===== src/rtl/sertx_pkg.sv =====
package sertx_pkg;
   // Kind of character picked at a boundary
   typedef enum logic [1:0] {
      CK_NONE = 2'd0,
      CK_IDLE = 2'd1,
      CK_BRK  = 2'd2,
      CK_DATA = 2'd3
   } ck_e;
endpackage


===== src/rtl/sertx_hold.sv =====
module sertx_hold #(
   parameter int DATA_W = 8
) (
   input  logic              clk,
   input  logic              rst_n,
   input  logic              wr_stb,
   input  logic [DATA_W-1:0] wr_data,
   input  logic              wr_bit8,
   input  logic              take,
   output logic [DATA_W-1:0] hold_data,
   output logic              hold_b8,
   output logic              empty
);
   // A write wins over a same-cycle transfer: the new word stays pending.
   always_ff @(posedge clk or negedge rst_n) begin
      if (!rst_n) begin
         hold_data <= '0;
         hold_b8   <= 1'b0;
         empty     <= 1'b1;
      end else if (wr_stb) begin
         hold_data <= wr_data;
         hold_b8   <= wr_bit8;
         empty     <= 1'b0;
      end else if (take) begin
         empty     <= 1'b1;
      end
   end
endmodule


===== src/rtl/sertx_frame.sv =====
module sertx_frame
   import sertx_pkg::*;
#(
   parameter int DATA_W  = 8,
   parameter int BRK_ADD = 3,
   parameter int PAR_HW  = 1,
   parameter int SR_W    = DATA_W + 3 + BRK_ADD,
   parameter int CW      = $clog2(SR_W + 1)
) (
   input  ck_e               kind,
   input  logic [DATA_W-1:0] data,
   input  logic              bit8,
   input  logic              nine,
   input  logic              par_en,
   input  logic              par_odd,
   input  logic              brk_long,
   output logic [SR_W-1:0]   vec,
   output logic [CW-1:0]     len
);
   localparam int LEN_S = DATA_W + 2;
   localparam int LEN_L = DATA_W + 3;

   logic [DATA_W:0] pay;
   logic [CW-1:0]   base;

   generate
      if (PAR_HW != 0) begin : g_par
         always_comb begin
            pay = {bit8 & nine, data};
            if (par_en) begin
               if (nine) pay[DATA_W]   = par_odd ^ (^data);
               else      pay[DATA_W-1] = par_odd ^ (^data[DATA_W-2:0]);
            end
         end
      end else begin : g_nopar
         always_comb pay = {bit8 & nine, data};
      end
   endgenerate

   assign base = nine ? CW'(LEN_L) : CW'(LEN_S);

   always_comb begin
      vec = '1;
      len = base;
      unique case (kind)
         CK_DATA: begin
            vec[0]          = 1'b0;
            vec[DATA_W+1:1] = pay;
            if (!nine) vec[DATA_W+1] = 1'b1;   // stop bit in the ninth slot
         end
         CK_BRK: begin
            vec = '0;
            len = base + (brk_long ? CW'(BRK_ADD) : CW'(0));
         end
         default: begin
            vec = '1;
         end
      endcase
   end
endmodule


===== src/rtl/sertx_shift.sv =====
module sertx_shift #(
   parameter int SR_W = 14,
   parameter int CW   = 4
) (
   input  logic            clk,
   input  logic            rst_n,
   input  logic            tick,
   input  logic            ld_ok,
   input  logic [SR_W-1:0] ld_vec,
   input  logic [CW-1:0]   ld_len,
   output logic            txd,
   output logic            bnd,
   output logic            active
);
   logic [SR_W-1:0] sr;
   logic [CW-1:0]   remain;   // bits still to show after the current one

   always_ff @(posedge clk or negedge rst_n) begin
      if (!rst_n) begin
         sr     <= '1;
         remain <= '0;
         txd    <= 1'b1;
         active <= 1'b0;
      end else if (tick) begin
         if (remain != '0) begin
            txd    <= sr[0];
            sr     <= {1'b1, sr[SR_W-1:1]};
            remain <= remain - CW'(1);
         end else if (ld_ok) begin
            txd    <= ld_vec[0];
            sr     <= {1'b1, ld_vec[SR_W-1:1]};
            remain <= ld_len - CW'(1);
            active <= 1'b1;
         end else begin
            txd    <= 1'b1;
            active <= 1'b0;
         end
      end
   end

   assign bnd = (remain == '0);
endmodule


===== src/rtl/sertx_core.sv =====
module sertx_core
   import sertx_pkg::*;
#(
   parameter int DATA_W  = 8,
   parameter int BRK_ADD = 3,
   parameter int PAR_HW  = 1
) (
   input  logic              clk,
   input  logic              rst_n,
   input  logic              baud_tick,
   input  logic              tx_en,
   input  logic              wr_stb,
   input  logic [DATA_W-1:0] wr_data,
   input  logic              wr_bit8,
   input  logic              mode_nine,
   input  logic              par_en,
   input  logic              par_odd,
   input  logic              brk_req,
   input  logic              brk_long,
   output logic              txd,
   output logic              tx_empty,
   output logic              tx_done
);
   localparam int SR_W = DATA_W + 3 + BRK_ADD;
   localparam int CW   = $clog2(SR_W + 1);

   generate
      if (DATA_W < 2)            begin : g_bad_w   $error("DATA_W must be at least 2");   end
      if (BRK_ADD < 1)           begin : g_bad_brk $error("BRK_ADD must be at least 1");  end
      if (PAR_HW != 0 && PAR_HW != 1) begin : g_bad_par $error("PAR_HW must be 0 or 1"); end
   endgenerate

   logic              en_q, pre_pend;
   logic              bnd, active, ld_ok, take;
   logic [DATA_W-1:0] hold_data;
   logic              hold_b8;
   logic [SR_W-1:0]   ld_vec;
   logic [CW-1:0]     ld_len;
   ck_e               kind;

   // Enable edge arms one all-ones character
   always_ff @(posedge clk or negedge rst_n) begin
      if (!rst_n) begin
         en_q     <= 1'b0;
         pre_pend <= 1'b0;
      end else begin
         en_q <= tx_en;
         if (tx_en && !en_q)                         pre_pend <= 1'b1;
         else if (baud_tick && bnd && tx_en && pre_pend) pre_pend <= 1'b0;
      end
   end

   // Boundary priority: enable character, then break, then data
   always_comb begin
      if (pre_pend)       kind = CK_IDLE;
      else if (brk_req)   kind = CK_BRK;
      else if (!tx_empty) kind = CK_DATA;
      else                kind = CK_NONE;
   end

   assign ld_ok   = tx_en && (kind != CK_NONE);
   assign take    = baud_tick && bnd && tx_en && (kind == CK_DATA);
   assign tx_done = !active && tx_empty && !pre_pend;

   sertx_hold #(.DATA_W(DATA_W)) u_hold (
      .clk       (clk),
      .rst_n     (rst_n),
      .wr_stb    (wr_stb),
      .wr_data   (wr_data),
      .wr_bit8   (wr_bit8),
      .take      (take),
      .hold_data (hold_data),
      .hold_b8   (hold_b8),
      .empty     (tx_empty)
   );

   sertx_frame #(
      .DATA_W (DATA_W), .BRK_ADD (BRK_ADD), .PAR_HW (PAR_HW),
      .SR_W   (SR_W),   .CW      (CW)
   ) u_frame (
      .kind     (kind),
      .data     (hold_data),
      .bit8     (hold_b8),
      .nine     (mode_nine),
      .par_en   (par_en),
      .par_odd  (par_odd),
      .brk_long (brk_long),
      .vec      (ld_vec),
      .len      (ld_len)
   );

   sertx_shift #(.SR_W(SR_W), .CW(CW)) u_shift (
      .clk    (clk),
      .rst_n  (rst_n),
      .tick   (baud_tick),
      .ld_ok  (ld_ok),
      .ld_vec (ld_vec),
      .ld_len (ld_len),
      .txd    (txd),
      .bnd    (bnd),
      .active (active)
   );
endmodule


===== config.mk =====
export PLATFORM = sky130hd
export DESIGN_NAME = sertx_core
export DESIGN_NICKNAME = d
export VERILOG_FILES = /design/src/rtl/sertx_pkg.sv /design/src/rtl/sertx_hold.sv /design/src/rtl/sertx_frame.sv /design/src/rtl/sertx_shift.sv /design/src/rtl/sertx_core.sv
export SDC_FILE = /design/constraint.sdc
export NUM_CORES = 1
export LEC_CHECK = 0
export ABC_AREA = 1
export CAP_MARGIN = 10
export CORE_ASPECT_RATIO = 1.1
export CORE_MARGIN = 4
export CORE_UTILIZATION = 45
export DETAILED_ROUTE_END_ITERATION = 8
export PLACE_DENSITY = 0.81
export SYNTH_ARGS = -nofsm -noshare
export SYNTH_HDL_FRONTEND = slang
export SYNTH_SLANG_ARGS = --single-unit

===== constraint.sdc =====
create_clock -name clk -period 1.55 [get_ports clk]
set_clock_uncertainty 0.15 [all_clocks]
set_input_delay 0.2325 -clock clk [delete_from_list [all_inputs] [get_ports clk]]
set_output_delay 0.2325 -clock clk [all_outputs]
set_load 0.02 [all_outputs]

==> run_results.csv, run 1 <==
group,metric,value,unit
outcome,status,"finished, violations left",
outcome,failed_checks,"setup timing",
floorplanning,fp.dieH,72.64,um
logic_synthesis,synth_cells,201,
cts,cts.htree.levels,2,
global_routing,grt_pass1_wl,6306,um
finish,areaGrowthSynthToFinish,46.49,%
sta,setup_ws,-0.1079,ns
worst_hold_path,hold_class,"in -> reg",
logic_synthesis,syn-cell-area,0.001709,sq mm
sta,finalCritPeriodShare,1.070,
logic_synthesis,synth_mux_area_frac,0.01977,
sta,drv_slew,0,
critical_path,rr_worst_depth,7,
logic_synthesis,syn-mean-instance-area,8.503,sq um
logic_synthesis,synth_compound_area_frac,0.1691,
logic_synthesis,synth-seq-cells,31,
logic_synthesis,yosys.area_share.simple,0.2130,
floorplanning,core,0.003655,sq mm
critical_path,critPathMaxStageDelay,0.37,ns
finish,nFillCells,278,
cts,cts_sinks,31,
critical_path,cp_cell_sequence,"inv_2, buf_6, o31ai_4, a21oi_4, clkinvlp_4, nand2_2, o21ai_2",
critical_path,cp.arrival,1.68,ns
global_routing,grt-ovfl-total,0,
logic_synthesis,synth_cell_type_count,32,
critical_path,crit_path_max_fanout,8,
cts,clk_latency,0.28,ns
logic_synthesis,synthesis.nets,223,
sta,tightestPinTransition,0.3272,ns
global_routing,antenna_found_initial,0,
critical_path,startpoint,"u_hold.empty",
critical_path,reg2reg_from,"u_hold.empty",
critical_path,required,1.57,ns
routing,drc,0,
worst_hold_path,hold_path_end,"en_q",
logic_synthesis,yosysWarnings,0,
floorplanning,die_x,66.76,um
power,leakage,1.176,nW
floorplanning,start_util,0.4676,
routing,antenna_left,0,
sta,hold_viol_final,0,
place,finalWeightedCongestion,0.8507,
sta,hold_ws,0.04005,ns
cts,cts_made_buffers,5,
routing,routedWlPerCell,12.69,um
floorplanning,die-area,0.004849,sq mm
routing,vias_per_cell,4.900,
global_routing,grt_pass1_vias,1483,
routing,drt_first_pass_iters,4,
sta,clock.fmax,603.2,MHz
critical_path,path_buf_inv,3,
critical_path,critPathLaunchType,"flip-flop",
logic_synthesis,synthXorXnorAreaFrac,0.03514,
critical_path,slowest_stage,"dfstp_2",
finish,final_nets,281,
flow_run,cap_viol_max_count,0,
critical_path,reg2reg_to,"u_shift.remain[1]",
place,io_buffers,21,
sta,slew_headroom,0.7814,
place,dp_slack,-0.3978,ns
critical_path,crit_family,"compound AO/OA/AOI/OAI gates",
worst_hold_path,holdPathStages,1,
worst_hold_path,min_from,"tx_en",
power,finalPower,4.026,mW
cts,clockBufferDepth,2,
cts,clk_transition_reported_paths,0.07,ns
routing,vias,1519,
sta,grt_setup_unrepaired,"true",
global_routing,track_usage,0.1719,
global_routing,grt_max_degree,32,
cts,root_buffer,"clkbuf_8",
power,ir_drop,0.9617,mV
power,p_per_area,1608,mW/mm^2
routing,drt_iter0_markers,66,
critical_path,end_kind,"flip-flop",
sta,setup_viol,17,
logic_synthesis,synth_sequential_area_ratio,0.4649,
cts,cts_tree,"built",
floorplanning,design.portCount,22,
place,dp_cells,294,
sta,period_minus_slack,1.658,ns
critical_path,crit_type,"reg -> reg",
finish,drive_gt1_frac,0.4077,
logic_synthesis,synth_top_family_by_area,"simple AND/OR/NAND/NOR gates",
logic_synthesis,synthAdderAreaFrac,0.02196,
floorplanning,row_count,23,
routing,wirelength,3934,um
place,dp_hpwl,2598,um
finish,insertedDiodeCount,0,
critical_path,r2r_slack,-0.11,ns
sta,fin_setup_tns,-1.437,ns
finish,layoutNonFillerInstCount,310,
[sequential cells by signal, indices dropped and copies added, names as in the netlist]
| signal | cells |
|---|---|
| pre_pend | 1 |
| u_hold.hold_b8 | 1 |
| u_shift.sr | 13 |
| u_shift.active | 1 |
| u_shift.txd | 1 |
| u_hold.hold_data | 8 |
| u_shift.remain | 4 |
| u_hold.empty | 1 |
| en_q | 1 |
[worst max-delay path by stage]
| stage | cells past startpoint | to |
|---|---|---|
| 5_1_grt | 7 | u_shift.remain[1] |
| 6_report | 7 | u_shift.remain[1] |
| 4_1_cts | 8 | u_shift.sr[10] |
| 2_1_floorplan | 10 | u_shift.remain[2] |
| 3_3_place_gp | 9 | u_shift.remain[2] |
| 3_5_place_dp | 8 | u_shift.sr[10] |
[cell type report]
cell class / instances / area [sq um] / area share
multi-input combinational: 142 / 923.4 / 0.3688
inverter: 23 / 96.34 / 0.03848
timing repair inverter: 1 / 7.507 / 0.002999
sequential: 31 / 794.5 / 0.3173
clock buffer: 6 / 82.58 / 0.03298
timing repair buffer: 55 / 501.7 / 0.2004
clock inverter: 2 / 35.03 / 0.01399
tap: 50 / 62.56 / 0.02499
[per-stage QoR]
step / instance area [sq um] / util
floorplan: 1714 / -
global placement: 2161 / 0.5912
detailed placement: 2161 / 0.5912
CTS: 2384 / 0.6522
global route: 2504 / 0.6850
finish: 2504 / 0.6850
[layout by cell type, fill, tap and decap left out, types with 3 or more instances in the layout]
master,synthesis,routed
o21ai_2,5,6
nand2_1,58,53
inv_1,20,19
o21ai_0,20,15
o21ai_1,2,6
nor2_2,3,4
dfstp_2,15,15
nand3_1,5,5
xnor2_1,3,3
clkbuf_8,0,6
buf_6,3,9
mux2_2,3,3
nand2_2,0,4
a21oi_2,0,5
nor2_4,0,8
clkdlybuf4s50_1,0,16
nor2_1,16,7
dfrtp_1,16,16
buf_4,0,24
a31oi_2,1,4
[per-layer routing]
metal  wire, um  vias to the layer above  GRT usage
met5          0                        -          0
met4         61                        0    0.04515
met3        132                        6    0.04777
met2       2068                       24     0.3150
met1       1671                      726     0.1935
li1           -                      763          -
[cells by family after synthesis]
| logic type | count (synthesis) |
|---|---|
| muxes | 3 |
| buffers and inverters | 28 |
| AOI/OAI and AO/OA | 44 |
| adders and majority gates | 3 |
| DFF | 31 |
| xor gates and xnor gates | 6 |
| and+or+nand+nor | 86 |
[synthesized netlist by cell type]
cell type / n / share of area
inv_2: 2 / 0.0044
nand4_1: 1 / 0.0037
a21oi_1: 6 / 0.018
clkbuf_1: 2 / 0.0044
o21a_1: 1 / 0.0044
nand2_1: 58 / 0.13
nor2_1: 16 / 0.035
o21ai_1: 2 / 0.0059
nand2_4: 1 / 0.0066
dfrtp_1: 16 / 0.23
nand3_1: 5 / 0.015
o21ai_2: 5 / 0.026
xnor2_2: 1 / 0.0095
o21ai_0: 20 / 0.059
ha_1: 3 / 0.022
a21oi_4: 1 / 0.0095
nor3_1: 1 / 0.0029
mux2_2: 3 / 0.020
nor2_8: 1 / 0.012
o22a_1: 1 / 0.0051
o22ai_1: 1 / 0.0037
inv_4: 1 / 0.0037
nor2_2: 3 / 0.011
a31oi_1: 4 / 0.015
dfstp_2: 15 / 0.23
buf_6: 3 / 0.020
xor2_1: 2 / 0.010
o31ai_4: 1 / 0.012
a31oi_2: 1 / 0.0073
xnor2_1: 3 / 0.015
inv_1: 20 / 0.044
a211oi_1: 1 / 0.0044
[repair_timing]
item                       CTS  global route
buffers inserted             3             3
gates resized for setup     35            27
hold buffers                 0             0
pin swaps                    7            11
setup endpoints to repair   24            22
gates cloned                 2             0
[where the power goes]
part / switching, mW / total (mW) / internal [mW]
Clock: 0.301 / 0.820 / 0.520
Sequential: 0.206 / 1.41 / 1.21
Combinational: 0.949 / 1.79 / 0.843
[worst reg2reg max path, stage by stage (launching register included)]
cell and delay [ns]:
dfstp_2 0.37, inv_2 0.06, buf_6 0.10, o31ai_4 0.07, a21oi_4 0.33, clkinvlp_4 0.29
nand2_2 0.13, o21ai_2 0.05
Power figures use the tool's default switching activity.
==> inputs of run 2 (changes only) <==
--- a/config.mk
+++ b/config.mk
@@ -6,7 +6,7 @@
 export NUM_CORES = 1
 export LEC_CHECK = 0
 export ABC_AREA = 1
-export CAP_MARGIN = 10
+export CAP_MARGIN = 40
 export CORE_ASPECT_RATIO = 1.1
 export CORE_MARGIN = 4
 export CORE_UTILIZATION = 45
==> results of run 2 <==
The final DEF is identical to that of run 1; final timing and power are the same.
==> inputs of run 3 (changes only) <==
--- a/config.mk
+++ b/config.mk
@@ -12,6 +12,7 @@
 export CORE_UTILIZATION = 45
 export DETAILED_ROUTE_END_ITERATION = 8
 export PLACE_DENSITY = 0.81
+export SKIP_LAST_GASP = 1
 export SYNTH_ARGS = -nofsm -noshare
 export SYNTH_HDL_FRONTEND = slang
 export SYNTH_SLANG_ARGS = --single-unit
==> constraint.sdc (replaced) <==
create_clock -name clk -period 1.55 [get_ports clk]
set_clock_uncertainty 0.15 [all_clocks]
set_input_delay 0.31 -clock clk [delete_from_list [all_inputs] [get_ports clk]]
set_output_delay 0.31 -clock clk [all_outputs]
set_load 0.02 [all_outputs]
==> run 3 against run 2 <==
- the flow still finishes with violations (setup timing)
- count of clock-buffer cells in the layout grew 1
- non-clock buffer count increased by 2
- register-to-register slack about the same
- critical path depth up 2
- cell count grew 0.65%
- global-route usage grew 1.3 points
- power decreased by 6.8%
- wire length is 3.8% higher
- first-iteration DRC count up 14%
- sequential power is essentially flat
- largest power group unchanged
==> run_results.csv, run 3 (synthesis gave the netlist of run 1 again) <==
group,metric,value,unit
critical_path,rr_worst_depth,9,
outcome,status,"finished, violations left",
finish,final_nets,283,
floorplanning,start_util,0.4676,
finish,areaGrowthSynthToFinish,42.53,%
finish,largest_register_ff_count,13,
sta,clock.fmax,599.0,MHz
routing,drt_iter0_markers,75,
cts,clk_transition_reported_paths,0.07,ns
finish,fin_util,0.6666,
finish,insertedDiodeCount,0,
place,finalWeightedCongestion,0.8279,
floorplanning,die-area,0.004849,sq mm
sta,hold_viol_final,0,
global_routing,grt-ovfl-total,0,
critical_path,critPathLaunchType,"flip-flop",
cts,cts_tree,"built",
routing,drt_first_pass_iters,4,
routing,routedWlPerCell,13.09,um
critical_path,required,1.57,ns
global_routing,track_usage,0.1850,
worst_hold_path,holdPathStages,1,
global_routing,grt_max_degree,32,
place,io_buffers,21,
power,p_per_area,1541,mW/mm^2
sta,setup_ws,-0.1195,ns
floorplanning,die_x,66.76,um
sta,finalCritPeriodShare,1.077,
floorplanning,row_count,23,
global_routing,antenna_found_initial,0,
finish,drive_gt1_frac,0.3969,
critical_path,crit_type,"reg -> reg",
floorplanning,fp.dieH,72.64,um
critical_path,crit_path_max_fanout,6,
routing,antenna_left,0,
global_routing,grt_pass1_vias,1517,
sta,grt_setup_unrepaired,"true",
cts,clockBufferDepth,2,
finish,final_common_cell,"nand2_1",
floorplanning,core,0.003655,sq mm
power,ir_drop,0.8378,mV
cts,cts_made_buffers,5,
cts,cts_hold_buffers,0,
global_routing,grt_pass1_wl,6810,um
finish,top_register,"u_shift.sr",
routing,vias,1545,
finish,mostFrequentLayoutCells,"56 x nand2_1, 33 x buf_4, 17 x inv_1, 16 x o21ai_0, 16 x dfrtp_1",
place,postPlaceCellArea,0.002186,sq mm
sta,period_minus_slack,1.669,ns
sta,slew_headroom,0.7933,
finish,top_regs,"u_shift.sr (13), u_hold.hold_data (8), u_shift.remain (4)",
cts,root_buffer,"clkbuf_8",
sta,tightestPinTransition,0.3094,ns
sta,setup_viol,22,
routing,vias_per_cell,4.952,
cts,cts_sinks,31,
critical_path,cp.arrival,1.69,ns
critical_path,end_kind,"flip-flop",
routing,wirelength,4083,um
outcome,failed_checks,"setup timing",
power,leakage,1.157,nW
cts,cts.htree.levels,2,
place,dp_hpwl,2603,um
floorplanning,design.portCount,22,
finish,final_area,0.002436,sq mm
routing,drc,0,
sta,drv_slew,0,
cts,clk_latency,0.29,ns
flow_run,cap_viol_max_count,0,
worst_hold_path,hold_class,"in -> reg",
place,dp_slack,-0.4418,ns
-- run 3: worst max-delay path: stages (launching register included) --
cell	delay, ns
dfrtp_1	0.40
nor2_2	0.15
nand2_4	0.12
buf_4	0.15
buf_4	0.15
nor2_1	0.11
inv_2	0.07
buf_4	0.13
nand2_1	0.04
o21ai_0	0.07
-- run 3: through the flow --
stage | total power, mW | setup TNS [ns] | hold WS (ns) | instances
after floorplan | 2.265 | -0.09741 | -0.1356 | 201
after CTS | 3.566 | -2.238 | 0.2113 | 308
after global placement | 2.758 | -6.952 | 0.2768 | 297
after detailed placement | 2.800 | -7.764 | 0.2829 | 297
after global routing | 4.026 | -3.280 | 0.2207 | 312
final | 3.755 | -1.578 | 0.2124 | 312
-- run 3: area by class of cell --
type                    count  area [sq um]
flip-flops and latches     31         794.5
inverters                  23         91.34
fillers                   290          1219
clock buffers               7         76.32
well taps                  50         62.56
clock inverters             1         5.005
repair inverters            1         7.507
multi-input cells         142         894.6
repair buffers             57         504.2
-- run 3: per-layer routing --
layer / vias up / wire length (um) / GRT usage
li1: 770 / - / -
met1: 734 / 1715 / 0.2416
met2: 33 / 2113 / 0.3040
met3: 8 / 184 / 0.04468
met4: 0 / 69 / 0.05418
met5: - / 0 / 0
-- run 3: what timing repair did --
| action | in CTS | in global routing |
|---|---|---|
| resized for setup | 30 | 22 |
| pin swaps | 12 | 10 |
| hold endpoints to repair | 0 | 0 |
| cloned | 2 | 0 |
| endpoints found under the setup margin | 24 | 23 |
| setup buffers | 1 | 4 |
-- run 3: report_power, final --
group          switching, mW  internal [mW]
clock network          0.294          0.314
registers              0.194           1.21
logic                  0.924          0.822
total                   1.41           2.34
-- run 3: worst paths after layout --
path	startpoint	endpoint	slack [ns]
worst max-delay path	u_shift.remain[3]	u_shift.active	-0.12
worst min-delay path	tx_en	en_q	0.21
worst max register to register	u_shift.remain[3]	u_shift.active	-0.12
worst min register to register	en_q	pre_pend	0.29
max in group asynchronous	rst_n	u_shift.sr[2]	0.77
min in group asynchronous	rst_n	u_shift.remain[0]	0.23
